===== config.mk =====
export PLATFORM = sky130hd
export DESIGN_NAME = osc_settle_timer
export DESIGN_NICKNAME = d
export VERILOG_FILES = /design/src/rtl/osc_settle_pkg.sv /design/src/rtl/osc_rst_sync.sv /design/src/rtl/osc_stage_chain.sv /design/src/rtl/osc_settle_ctrl.sv /design/src/rtl/osc_settle_timer.sv
export SDC_FILE = /design/constraint.sdc
export NUM_CORES = 1
export LEC_CHECK = 0
export BUFFER_PORTS_ARGS = -buffer_cell sky130_fd_sc_hd__buf_4
export CAP_MARGIN = 20
export CORE_UTILIZATION = 40
export DETAILED_ROUTE_END_ITERATION = 7
export SETUP_SLACK_MARGIN = 0.02
export SYNTH_ARGS = -nofsm -noshare
export SYNTH_HDL_FRONTEND = slang
export SYNTH_SLANG_ARGS = --single-unit

===== constraint.sdc =====
create_clock -name clk_i -period 1.79 [get_ports clk_i]
set_input_delay 0.358 -clock clk_i [delete_from_list [all_inputs] [get_ports clk_i]]
set_output_delay 0.358 -clock clk_i [all_outputs]
set_load 0.01 [all_outputs]

===== src/rtl/osc_settle_pkg.sv =====
package osc_settle_pkg;
  typedef enum logic [1:0] {
    MODE_POR   = 2'd0,
    MODE_RUN   = 2'd1,
    MODE_STOP  = 2'd2,
    MODE_RECOV = 2'd3
  } osc_mode_e;
endpackage


===== src/rtl/osc_rst_sync.sv =====
module osc_rst_sync #(
  parameter int unsigned DEPTH = 2
) (
  input  logic clk_i,
  input  logic rst_n,
  output logic rst_sync_n
);
  logic [DEPTH-1:0] sync_q;
  logic [DEPTH-1:0] sync_d;

  always_comb begin
    sync_d = {sync_q[DEPTH-2:0], 1'b1};
  end

  always_ff @(negedge clk_i or negedge rst_n) begin
    if (!rst_n) sync_q <= '0;
    else        sync_q <= sync_d;
  end

  assign rst_sync_n = sync_q[DEPTH-1];
endmodule


===== src/rtl/osc_stage_chain.sv =====
module osc_stage_chain #(
  parameter int unsigned STAGES = 12
) (
  input  logic              clk_i,
  input  logic              rst_n,
  input  logic              cnt_en_i,
  input  logic              clr_i,
  output logic [STAGES-1:0] cnt_o,
  output logic              tap_o
);
  logic [STAGES-1:0] cnt_q;
  logic [STAGES-1:0] cnt_d;
  logic [STAGES:0]   carry;
  logic              tap_q;
  logic              tap_d;

  assign carry[0] = cnt_en_i;

  // one toggle stage per bit; the carry out of the last feeds the tap stage
  for (genvar g = 0; g < STAGES; g++) begin : g_stage
    assign carry[g+1] = carry[g] & cnt_q[g];
    always_comb begin
      cnt_d[g] = clr_i ? 1'b0 : (cnt_q[g] ^ carry[g]);
    end
  end

  always_comb begin
    tap_d = carry[STAGES] & ~clr_i;
  end

  always_ff @(negedge clk_i or negedge rst_n) begin
    if (!rst_n) begin
      cnt_q <= '0;
      tap_q <= 1'b0;
    end else begin
      cnt_q <= cnt_d;
      tap_q <= tap_d;
    end
  end

  assign cnt_o = cnt_q;
  assign tap_o = tap_q;
endmodule


===== src/rtl/osc_settle_ctrl.sv =====
module osc_settle_ctrl
  import osc_settle_pkg::*;
#(
  parameter int unsigned STAGES     = 12,
  parameter int unsigned SHORT_LOG2 = 5
) (
  input  logic              clk_i,
  input  logic              rst_n,
  input  logic              stop_req_i,
  input  logic              wake_i,
  input  logic              short_rec_i,
  input  logic [STAGES-1:0] cnt_i,
  output logic              cnt_en_o,
  output logic              cnt_clr_o,
  output logic              bus_en_o,
  output logic              done_o
);
  localparam int unsigned       SHORT_TC_INT = (1 << SHORT_LOG2) - 1;
  localparam logic [STAGES-1:0] SHORT_TC     = SHORT_TC_INT[STAGES-1:0];
  localparam logic [STAGES-1:0] FULL_TC      = {STAGES{1'b1}};

  osc_mode_e mode_q, mode_d;
  logic      short_q, short_d;
  logic      bus_en_q, bus_en_d;
  logic      done_q, done_d;
  logic      full_hit, short_hit, recov_hit;

  assign full_hit  = (cnt_i == FULL_TC);
  assign short_hit = (cnt_i == SHORT_TC);
  assign recov_hit = short_q ? short_hit : full_hit;

  always_comb begin
    mode_d    = mode_q;
    short_d   = short_q;
    bus_en_d  = bus_en_q;
    done_d    = 1'b0;
    cnt_en_o  = (mode_q != MODE_STOP);
    cnt_clr_o = 1'b0;
    unique case (mode_q)
      MODE_POR: begin
        if (full_hit) begin
          mode_d   = MODE_RUN;
          bus_en_d = 1'b1;
        end
      end
      MODE_RUN: begin
        if (stop_req_i) begin
          mode_d    = MODE_STOP;
          bus_en_d  = 1'b0;
          cnt_clr_o = 1'b1;
        end
      end
      MODE_STOP: begin
        if (wake_i) begin
          mode_d  = MODE_RECOV;
          short_d = short_rec_i;
        end
      end
      MODE_RECOV: begin
        if (recov_hit) begin
          mode_d   = MODE_RUN;
          bus_en_d = 1'b1;
          done_d   = 1'b1;
        end
      end
      default: mode_d = MODE_POR;
    endcase
  end

  always_ff @(negedge clk_i or negedge rst_n) begin
    if (!rst_n) begin
      mode_q   <= MODE_POR;
      short_q  <= 1'b0;
      bus_en_q <= 1'b0;
      done_q   <= 1'b0;
    end else begin
      mode_q   <= mode_d;
      short_q  <= short_d;
      bus_en_q <= bus_en_d;
      done_q   <= done_d;
    end
  end

  assign bus_en_o = bus_en_q;
  assign done_o   = done_q;
endmodule


===== src/rtl/osc_settle_timer.sv =====
module osc_settle_timer #(
  parameter int unsigned STAGES     = 12,
  parameter int unsigned SHORT_LOG2 = 5,
  parameter int unsigned SYNC_DEPTH = 2
) (
  input  logic clk_i,
  input  logic rst_n,
  input  logic stop_req_i,
  input  logic wake_i,
  input  logic short_rec_i,
  input  logic ext_rst_i,
  output logic bus_clk_en_o,
  output logic rec_done_o,
  output logic wdog_tap_o
);
  logic              rst_sync_n;
  logic [STAGES-1:0] cnt;
  logic              cnt_en;
  logic              cnt_clr;
  logic              ext_rst_unused;

  // the pin is accepted but deliberately drives nothing
  assign ext_rst_unused = ext_rst_i;

  osc_rst_sync #(.DEPTH(SYNC_DEPTH)) u_rst_sync (
    .clk_i      (clk_i),
    .rst_n      (rst_n),
    .rst_sync_n (rst_sync_n)
  );

  osc_stage_chain #(.STAGES(STAGES)) u_chain (
    .clk_i    (clk_i),
    .rst_n    (rst_sync_n),
    .cnt_en_i (cnt_en),
    .clr_i    (cnt_clr),
    .cnt_o    (cnt),
    .tap_o    (wdog_tap_o)
  );

  osc_settle_ctrl #(.STAGES(STAGES), .SHORT_LOG2(SHORT_LOG2)) u_ctrl (
    .clk_i       (clk_i),
    .rst_n       (rst_sync_n),
    .stop_req_i  (stop_req_i),
    .wake_i      (wake_i),
    .short_rec_i (short_rec_i),
    .cnt_i       (cnt),
    .cnt_en_o    (cnt_en),
    .cnt_clr_o   (cnt_clr),
    .bus_en_o    (bus_clk_en_o),
    .done_o      (rec_done_o)
  );
endmodule


Yosys cells after proc, flatten, opt, wreduce, memory -nomap -nowiden. Index checks and enable logic that the tools add are counted.

Output and inout bits: 3. Word-level logic and storage cells: 74. Input port bits: 6. Register bits after elaboration: 20.

Bitwise operators: 26. Equality and inequality tests: 10. Muxes and demuxes: 26. Reduce and logical (&&, ||, !) cells: 5.

Operators by type and width (count): 1-bit 2-to-1 mux (20); 1-bit AND (13); 12-bit equality test (second input constant) (1); 12-bit by 5-bit equality test with 1-bit output (second input constant) (1); 1-bit bitwise XOR (12); 2-bit 2-to-1 mux (4); 2-bit one-hot mux with 4 select lines (1); 4-bit AND reduction (2); 2-bit inequality test (second input constant) (3); 2-bit equality test (second input constant) (2); 2-bit by 1-bit inequality test with 1-bit output (second input constant) (2); 1-bit one-hot mux with 3 select lines (1); 3-bit nonzero test (1); 2-bit by 1-bit equality test with 1-bit output (second input constant) (1); 2-bit logical NOT (1); 2-bit AND reduction (1); 1-bit inverter (1).

Logic depth before layout (Yosys ltp). Gate-level depths: netlist of run 1.

Word-level depth: 14. Depth in mapped cells: 16. Gate-level depth less buffers: 16.

By module. Synthesis of run 1 repeated with hierarchy kept, for this count alone.

Cells, all modules: 79. Area, all modules: 1048.5 um2.

Modules (own cells, without submodules): osc_stage_chain (area an instance 610.6 um2, instances 1, sequential area each 325.3 um2, cells an instance 39); osc_settle_ctrl (area an instance 384.1 um2, instances 1, sequential area each 125.1 um2, cells an instance 37); osc_rst_sync (area an instance 53.8 um2, instances 1, sequential area each 50.0 um2, cells an instance 3).

==> results of run 1 <==
## flip-flops by register name, indices dropped and copies added, names as in the netlist
signal / count
u_chain.cnt_o: 12
u_chain.tap_o: 1
u_ctrl.bus_en_o: 1
u_ctrl.done_o: 1
u_ctrl.mode_q: 2
u_ctrl.short_q: 1
u_rst_sync.sync_q: 2
## critical path, stage by stage (launching register included)
cell	delay (ns)
dfrtn_1	0.38
inv_2	0.09
ha_4	0.13
inv_2	0.04
ha_4	0.15
ha_4	0.16
ha_4	0.15
ha_4	0.15
ha_4	0.16
ha_4	0.15
ha_4	0.15
ha_4	0.16
ha_4	0.16
ha_4	0.15
ha_4	0.15
ha_4	0.20
and2_4	0.13
## final cells by class
class | count | area, um2
Fill cell | 181 | 753
Multi-Input combinational cell | 52 | 684
Sequential cell | 20 | 500
Timing Repair Buffer | 25 | 204
Tap cell | 28 | 35.0
Clock inverter | 1 | 30.0
Inverter | 6 | 25.0
Clock buffer | 3 | 22.5
## cell families after synthesis
family | after synthesis | synth area share [%]
buffers and inverters | 7 | 2.70
and+or+nand+nor | 25 | 14.5
muxes | 4 | 4.50
AOI/OAI and AO/OA | 5 | 4.63
adders and majority gates | 17 | 21.9
other | 1 | 0.385
DFF | 20 | 51.4
## metal layers
metal  vias to the layer above  track usage (%)  wire (um)
met3                         5             5.36         63
met2                        10             29.6        981
met1                       331             18.2        752
met4                         0             8.11         62
li1                        322                -          -
met5                         -                0          0
## power groups by stage
stage	logic [mW]	registers, mW	clock network [mW]
final	0.819	0.668	0.370
after global routing	0.915	0.679	0.400
after floorplan	0.401	0.661	0
after global placement	0.635	0.661	0
after CTS	0.756	0.665	0.376
after detailed placement	0.655	0.665	0
## cell usage after synthesis (all sizes together)
cell,n,area [um2]
inv,6,22.5
nor4,1,6.26
o21ai,2,13.8
nand3,2,10.0
o41ai,1,8.76
dfrtn,20,500
nor2,3,11.3
nand4,1,6.26
conb,1,3.75
clkbuf,1,3.75
and4b,1,10.0
nor3,1,5.00
a221oi,1,15.0
ha,17,213
mux2,3,33.8
mux2i,1,10.0
nand2,3,11.3
a211oi,1,7.51
and2,13,81.3
## path summary, 6_finish.rpt
path,start,end,slack [ns],cells past startpoint
min,u_rst_sync.sync_q[1]$_DFF_NN0_,u_chain.cnt_o[1]$_DFF_NN0_,0.24,0
min reg2reg,u_rst_sync.sync_q[1]$_DFF_NN0_,u_chain.cnt_o[1]$_DFF_NN0_,0.24,0
max,u_ctrl.mode_q[0]$_DFFE_NN0P_,u_chain.cnt_o[11]$_DFF_NN0_,-1.01,16
min in group clk_i,u_rst_sync.sync_q[0]$_DFF_NN0_,u_rst_sync.sync_q[1]$_DFF_NN0_,0.30,0
max in group asynchronous,u_rst_sync.sync_q[1]$_DFF_NN0_,u_ctrl.mode_q[0]$_DFFE_NN0P_,1.07,0
max reg2reg,u_ctrl.mode_q[0]$_DFFE_NN0P_,u_chain.cnt_o[11]$_DFF_NN0_,-1.01,16
## what timing repair did
| action | 4_1_cts | 5_1_grt |
|---|---|---|
| pin swaps | 13 | 3 |
| gates resized for setup | 14 | 4 |
| buffers inserted | 2 | 5 |
| endpoints found under the setup margin | 14 | 14 |
## per-stage QoR
step | utilization [%] | hold WS [ns] | setup TNS (ns) | total power [mW]
floorplan | - | 0.181 | -5.54 | 1.06
global placement | 58.8 | 0.284 | -6.49 | 1.30
detailed placement | 58.8 | 0.283 | -6.75 | 1.32
CTS | 64.3 | 0.281 | -5.92 | 1.80
global route | 66.6 | 0.302 | -6.58 | 1.99
finish | 66.6 | 0.245 | -5.74 | 1.86
==> impl_results.md, run 1 <==
* Outcome: complete, but fails checks
* Failing checks: negative setup slack
* Fin crit share at 156%
* Placed instance area at 1330 um2
* Internal power at 1.27 mW
* Vias in the first global route at 711
* Clock latency on the worst-skew pair at 0.30 ns
* RSZ-0062 raised after global routing: yes
* N_diodes at 0
* Synthesized cell area at 973 um2
* Final Non-Filler Cells at 135
* Vias per cell at 4.95
* TritonRoute pass-1 iters at 4
* Fin. Hold Viols at 0
* Gpl congestion at 0.773
* Largest net degree at the start of global routing at 19
* Most common cell after layout, fill and taps aside: buf_4
* Clock-pin slew of the registers on the worst-case setup and hold paths at 0.08 ns
* Comb power frac at 44.1%
* H-Tree Depth at 1
* Clock Path Buffers at 2
* Worst path required time at 2.85 ns
* Die W at 51.3 um
* Sw Share at 31.6%
* Post-layout minimum cycle time at 2.80 ns
* Antenna Nets Post-Route at 0
* Sequential share of the synthesized area at 51.4%
* Lkg Pwr at 0.688 nW
* DP Worst Slack at -1.06 ns
* Ys Warns at 0
* PD cells at 1240 nW/um2
* Finished Cell Area at 1500 um2
* Avg WL per Cell at 13.8 um
* Kind of end point of the critical path: register
* Sw power at 0.586 mW
* Slew margin rel. at 52.6%
* Vias at 668
* Residual DRC at 0
* Synth Net Count at 102
* Initial DRC Count at 5
* Fmax at 358 MHz
* Gr usage total at 16.9%
* Input/output buffers at 7
* Worst Skew at 0.00309 ns
* # setup viols final at 13
* Hold-fix buffer count after cts at 0
* Root buf cell: clkbuf_4
* Mapped Cells at 79
* Avg Cell Area, Syn at 12.3 um2
* TritonCTS clock tree: built
* Post-route setup slack at -1.01 ns
* Max-Cap Viols at 0
* Area delta synth->final at 54.2%
* GRT Residual Overflow at 0
* Distinct cell type count after synthesis at 20
* Hold crit path type: register to async pin
* Final WL at 1860 um
* First-pass GRT wire length at 3050 um
* Core area at 2250 um2
* Initial Utilization at 43.2%
* Full die area at 2630 um2
* Proportion of layout cells with a drive suffix above 1 at 57.9%
* Row count at 17
* Yosys reg bits at 20
* Detailed Place HPWL at 1260 um
* Peak supply drop at 0.932 mV
* Nets at 131
* Io pins at 9
* Worst-Margin Slew at 0.711 ns
* Crit-path max FO at 2
* Total CTS buffers at 3
* Share of power burned in registers at 36.0%
* TritonCTS Sinks at 20
* Worst setup SP type: register
* WS Path Type: register to register
* Placed insts at 125
* Commonest cells after routing, fill and taps aside: buf_4 (23), dfrtn_1 (20), ha_4 (13)
* Initial antenna violation count at 0
* Slew Viols, Final at 0
* Clk pwr share at 19.9%
* Die H at 51.3 um
* CP Data Arrival Time at 3.85 ns
Power figures use the tool's default switching activity.
==> run 2, diff against run 1 <==
--- a/config.mk
+++ b/config.mk
@@ -6,10 +6,8 @@
 export NUM_CORES = 1
 export LEC_CHECK = 0
 export BUFFER_PORTS_ARGS = -buffer_cell sky130_fd_sc_hd__buf_4
-export CAP_MARGIN = 20
 export CORE_UTILIZATION = 40
 export DETAILED_ROUTE_END_ITERATION = 7
-export SETUP_SLACK_MARGIN = 0.02
 export SYNTH_ARGS = -nofsm -noshare
 export SYNTH_HDL_FRONTEND = slang
 export SYNTH_SLANG_ARGS = --single-unit
==> impl_results.md, run 2 (synthesis gave the netlist of run 1 again) <==
* Peak supply drop at 0.955 mV
* PD cells at 1170 nW/um2
* H-Tree Depth at 1
* Die H at 51.3 um
* TritonCTS Sinks at 20
* Antenna Nets Post-Route at 0
* Worst setup SP type: register
* Failing checks: negative setup slack
* Fin. Hold Viols at 0
* Post-route setup slack at -1.02 ns
* Sw Share at 33.5%
* Vias per cell at 4.89
* TritonCTS clock tree: built
* Avg WL per Cell at 13.8 um
* Critical path's slowest cell: dfrtn_1
* Largest register FFs at 12
* Pwr Total at 1.67 mW
* Most Frequent Cell on Critical Path: ha_4
* Input/output buffers at 7
* Detailed Place HPWL at 1380 um
* Kind of end point of the critical path: register
* Clock-pin slew of the registers on the worst-case setup and hold paths at 0.08 ns
* CP peak stage delay at 0.47 ns
* CP Data Arrival Time at 3.86 ns
* Slew margin rel. at 51.4%
* Comb power frac at 44.1%
* Lkg Pwr at 0.650 nW
* Clock Path Buffers at 2
* Final WL at 1810 um
* Largest net degree at the start of global routing at 19
* Share of power burned in registers at 40.0%
* WS Path Type: register to register
* First-pass GRT wire length at 3040 um
* Clk pwr share at 15.9%
* Gpl congestion at 0.743
* Max-Cap Viols at 0
* Gr usage total at 16.8%
* Row count at 17
* DP Worst Slack at -1.04 ns
* Initial antenna violation count at 0
* R2r setup slk at -1.02 ns
* Fmax at 356 MHz
* Vias at 641
* Post-layout minimum cycle time at 2.81 ns
* Worst Skew at 0.00194 ns
* Internal power at 1.11 mW
* Root buf cell: clkbuf_4
* Fin crit share at 157%
* Residual DRC at 0
* Setup TNS Final at -5.77 ns
* Io pins at 9
* RSZ-0062 raised after global routing: yes
* Reg2reg end: u_chain.cnt_o[11]$_DFF_NN0_
* GRT Residual Overflow at 0
* Slew Viols, Final at 0
* Initial DRC Count at 3
* Total CTS buffers at 3
* Vias in the first global route at 711
* Crit-path max FO at 2
* R2R cell count at 15
* Sw power at 0.562 mW
* TritonRoute pass-1 iters at 4
* Hold crit path type: register to async pin
* Outcome: complete, but fails checks
* Nets at 127
* # setup viols final at 13
* Die W at 51.3 um
* Proportion of layout cells with a drive suffix above 1 at 57.3%
* Critical R2R Launch: u_ctrl.mode_q[1]$_DFFE_NN0P_
* Commonest cells after routing, fill and taps aside: buf_4 (20), dfrtn_1 (20), ha_4 (13)
* Core area at 2250 um2
* N_diodes at 0
* Area delta synth->final at 47.3%
* Full die area at 2630 um2
* Initial Utilization at 43.2%
* Worst-Margin Slew at 0.730 ns
* Worst path required time at 2.85 ns
* Clock latency on the worst-skew pair at 0.30 ns
* Worst path cell trace: ha_4 > inv_2 > ha_4 > ha_4 > ha_4 > ha_4 > ha_4 > ha_4 > ha_4 > ha_4 > ha_4 > ha_4 > ha_4 > ha_4 > and2_4
[run 2: layout make-up]
type                            instances  area [um2]
Timing Repair Buffer                   21         161
Tap cell                               28        35.0
Clock buffer                            4        36.3
Multi-Input combinational cell         52         676
Fill cell                             195         821
Sequential cell                        20         500
Inverter                                6        25.0
[run 2: repair_timing]
action	4_1_cts	5_1_grt
buffers inserted	0	2
hold buffers	0	0
cloned	0	0
resized for setup	9	9
endpoints found under the setup margin	13	14
pin swaps	11	4
[run 2: worst max-delay path, delay by kind of cell, from the launching register on]
| family | cells | cell delay (ns) |
|---|---|---|
| buf+inv | 1 | 0.04 |
| fa+ha+maj | 13 | 2.02 |
| flops | 1 | 0.47 |
| simple gates | 1 | 0.12 |
[run 2: worst max-delay path by stage]
stage | end | startpoint | cells after the start | slack [ns]
global placement | u_chain.cnt_o[11]$_DFF_NN0_ | u_ctrl.mode_q[1]$_DFFE_NN0P_ | 15 | -1.01
finish | u_chain.cnt_o[11]$_DFF_NN0_ | u_ctrl.mode_q[1]$_DFFE_NN0P_ | 15 | -1.02
CTS | u_chain.cnt_o[11]$_DFF_NN0_ | u_ctrl.mode_q[1]$_DFFE_NN0P_ | 15 | -1.02
floorplan | u_chain.cnt_o[11]$_DFF_NN0_ | u_ctrl.mode_q[1]$_DFFE_NN0P_ | 15 | -1.04
global route | u_chain.cnt_o[11]$_DFF_NN0_ | u_ctrl.mode_q[1]$_DFFE_NN0P_ | 15 | -1.08
detailed placement | u_chain.cnt_o[11]$_DFF_NN0_ | u_ctrl.mode_q[1]$_DFFE_NN0P_ | 15 | -1.04
[run 2: routing by layer]
layer / share of wire (%) / GRT usage (%) / vias up
li1: - / - / 314
met1: 47 / 18.7 / 312
met2: 47 / 28.5 / 11
met3: 2.7 / 3.87 / 4
met4: 2.8 / 10.8 / 0
met5: 0 / 0 / -
[run 2: stage by stage]
stage               util (%)  instances  hold slack [ns]  cell area [um2]
finish                  63.6        131            0.251             1430
global route            63.6        131            0.310             1430
CTS                     61.8        129            0.282             1390
detailed placement      58.2        125            0.281             1310
global placement        58.2        125            0.292             1310
floorplan                  -         79            0.181             1140
[run 2: power groups by stage]
| stage | combinational (mW) | clock, mW | sequential [mW] |
|---|---|---|---|
| floorplan | 0.399 | 0 | 0.661 |
| global placement | 0.635 | 0 | 0.660 |
| detailed placement | 0.663 | 0 | 0.663 |
| CTS | 0.744 | 0.282 | 0.667 |
| global route | 0.826 | 0.300 | 0.684 |
| finish | 0.738 | 0.267 | 0.669 |
==> run 3, diff against run 2 <==
--- a/config.mk
+++ b/config.mk
@@ -8,6 +8,7 @@
 export BUFFER_PORTS_ARGS = -buffer_cell sky130_fd_sc_hd__buf_4
 export CORE_UTILIZATION = 40
 export DETAILED_ROUTE_END_ITERATION = 7
+export MAX_ROUTING_LAYER = met4
 export SYNTH_ARGS = -nofsm -noshare
 export SYNTH_HDL_FRONTEND = slang
 export SYNTH_SLANG_ARGS = --single-unit
==> impl_results.md, run 3 (synthesis gave the netlist of run 1 again) <==
* Outcome: complete, but fails checks
* Failing checks: negative setup slack
* Total CTS buffers at 3
* Initial DRC Count at 3
* Full die area at 2630 um2
* DP Worst Slack at -1.04 ns
* Core area at 2250 um2
* Area delta synth->final at 47.3%
* Hold-fix buffer count after cts at 0
* Post-layout minimum cycle time at 2.81 ns
* Die W at 51.3 um
* Input/output buffers at 7
* Sw power at 0.561 mW
* Sw Share at 33.5%
* Routing usage on met3 at 3.87%
* H-Tree Depth at 1
* GRT Residual Overflow at 0
* Worst-Margin Slew at 0.730 ns
* Share of power burned in registers at 40.0%
* Layer carrying the most global-route usage: met2
* Slew margin rel. at 51.4%
* Vias per cell at 4.89
* M2 GR Usage at 28.5%
* Worst path required time at 2.85 ns
* Comb power frac at 44.1%
* Proportion of layout cells with a drive suffix above 1 at 57.3%
* Clock Path Buffers at 2
* Hold_ws at 0.251 ns
* Initial Utilization at 43.2%
* GR Util met1 at 18.7%
* N_diodes at 0
* Post-route setup slack at -1.02 ns
* Initial antenna violation count at 0
* Final WL at 1810 um
* Commonest cells after routing, fill and taps aside: buf_4 (20), dfrtn_1 (20), ha_4 (13)
* Nets at 127
* Critical R2R Launch: u_ctrl.mode_q[1]$_DFFE_NN0P_
* TritonRoute pass-1 iters at 4
* Clock-pin slew of the registers on the worst-case setup and hold paths at 0.08 ns
* Antenna Nets Post-Route at 0
* Vias in the first global route at 711
* Fmax at 356 MHz
* Worst Setup SP: u_ctrl.mode_q[1]$_DFFE_NN0P_
* Worst setup SP type: register
* Largest net degree at the start of global routing at 19
* Max-Cap Viols at 0
* # setup viols final at 13
* Die H at 51.3 um
* Peak supply drop at 0.954 mV
* Lkg Pwr at 0.650 nW
* Worst Skew at 0.00191 ns
* TritonCTS clock tree: built
* Hold crit path type: register to async pin
* Row count at 17
* Fin util at 63.6%
* TritonCTS Sinks at 20
* First-pass GRT wire length at 3040 um
* Gr usage total at 17.2%
* Largest register FFs at 12
* Setup TNS Final at -5.77 ns
* Detailed Place HPWL at 1380 um
* RSZ-0062 raised after global routing: yes
* Fin crit share at 157%
* Root buf cell: clkbuf_4
* Gpl congestion at 0.752
* Clk pwr share at 15.9%
* Vias at 641
* Kind of end point of the critical path: register
* Slew Viols, Final at 0
* Avg WL per Cell at 13.8 um
* WS Path Type: register to register
* Residual DRC at 0
* PD cells at 1170 nW/um2
* CP Data Arrival Time at 3.86 ns
* Io pins at 9
* Crit-path max FO at 2
* Clock latency on the worst-skew pair at 0.30 ns
* Internal power at 1.11 mW
* Fin. Hold Viols at 0
[run 3: cell counts in the layout (fill, tap and decap cells not counted)]
No cell type changed its count.
[run 3: layout make-up]
class	count	area, um2
Fill cell	195	821
Multi-Input combinational cell	52	676
Sequential cell	20	500
Timing Repair Buffer	21	161
Clock buffer	4	36.3
Tap cell	28	35.0
Inverter	6	25.0
[run 3: power by group through the flow]
stage	Sequential [mW]	Combinational (mW)	Clock (mW)
final	0.669	0.738	0.266
after global routing	0.684	0.826	0.300
after CTS	0.667	0.744	0.282
after detailed placement	0.663	0.663	0
after global placement	0.660	0.635	0
after floorplan	0.661	0.399	0
[run 3: what timing repair did]
action                                  CTS  global route
pin swaps                                11             4
endpoints found under the setup margin   13            14
endpoints found under the hold margin     0             0
gates resized for setup                   9             9
buffers inserted                          0             2
[run 3: layer usage]
metal / up-vias / wire [um]
met4: 0 / 46
met2: 11 / 856
met1: 312 / 855
met5: - / 0
met3: 4 / 48
li1: 314 / -
[run 3: critical path, cell delays in order, from the launching register on]
cell,delay (ns)
dfrtn_1,0.47
ha_4,0.15
inv_2,0.04
ha_4,0.15
ha_4,0.15
ha_4,0.15
ha_4,0.16
ha_4,0.16
ha_4,0.15
ha_4,0.15
ha_4,0.15
ha_4,0.15
ha_4,0.15
ha_4,0.15
ha_4,0.20
and2_4,0.12
[run 3: through the flow]
stage / instances / total power [mW] / cell area [um2]
final: 131 / 1.67 / 1430
after global routing: 131 / 1.81 / 1430
after CTS: 129 / 1.69 / 1390
after detailed placement: 125 / 1.33 / 1310
after global placement: 125 / 1.30 / 1310
after floorplan: 79 / 1.06 / 1140
[run 3: worst paths after layout]
| kind | endpoint | slack [ns] | cells after the start |
|---|---|---|---|
| hold reg to reg | u_ctrl.bus_en_o$_DFFE_NN0P_ | 0.25 | 0 |
| hold / removal | u_ctrl.bus_en_o$_DFFE_NN0P_ | 0.25 | 0 |
| setup reg to reg | u_chain.cnt_o[11]$_DFF_NN0_ | -1.02 | 15 |
| max in group asynchronous | u_chain.cnt_o[6]$_DFF_NN0_ | 1.05 | 0 |
| min in group clk_i | u_rst_sync.sync_q[1]$_DFF_NN0_ | 0.30 | 0 |
| setup / recovery | u_chain.cnt_o[11]$_DFF_NN0_ | -1.02 | 15 |
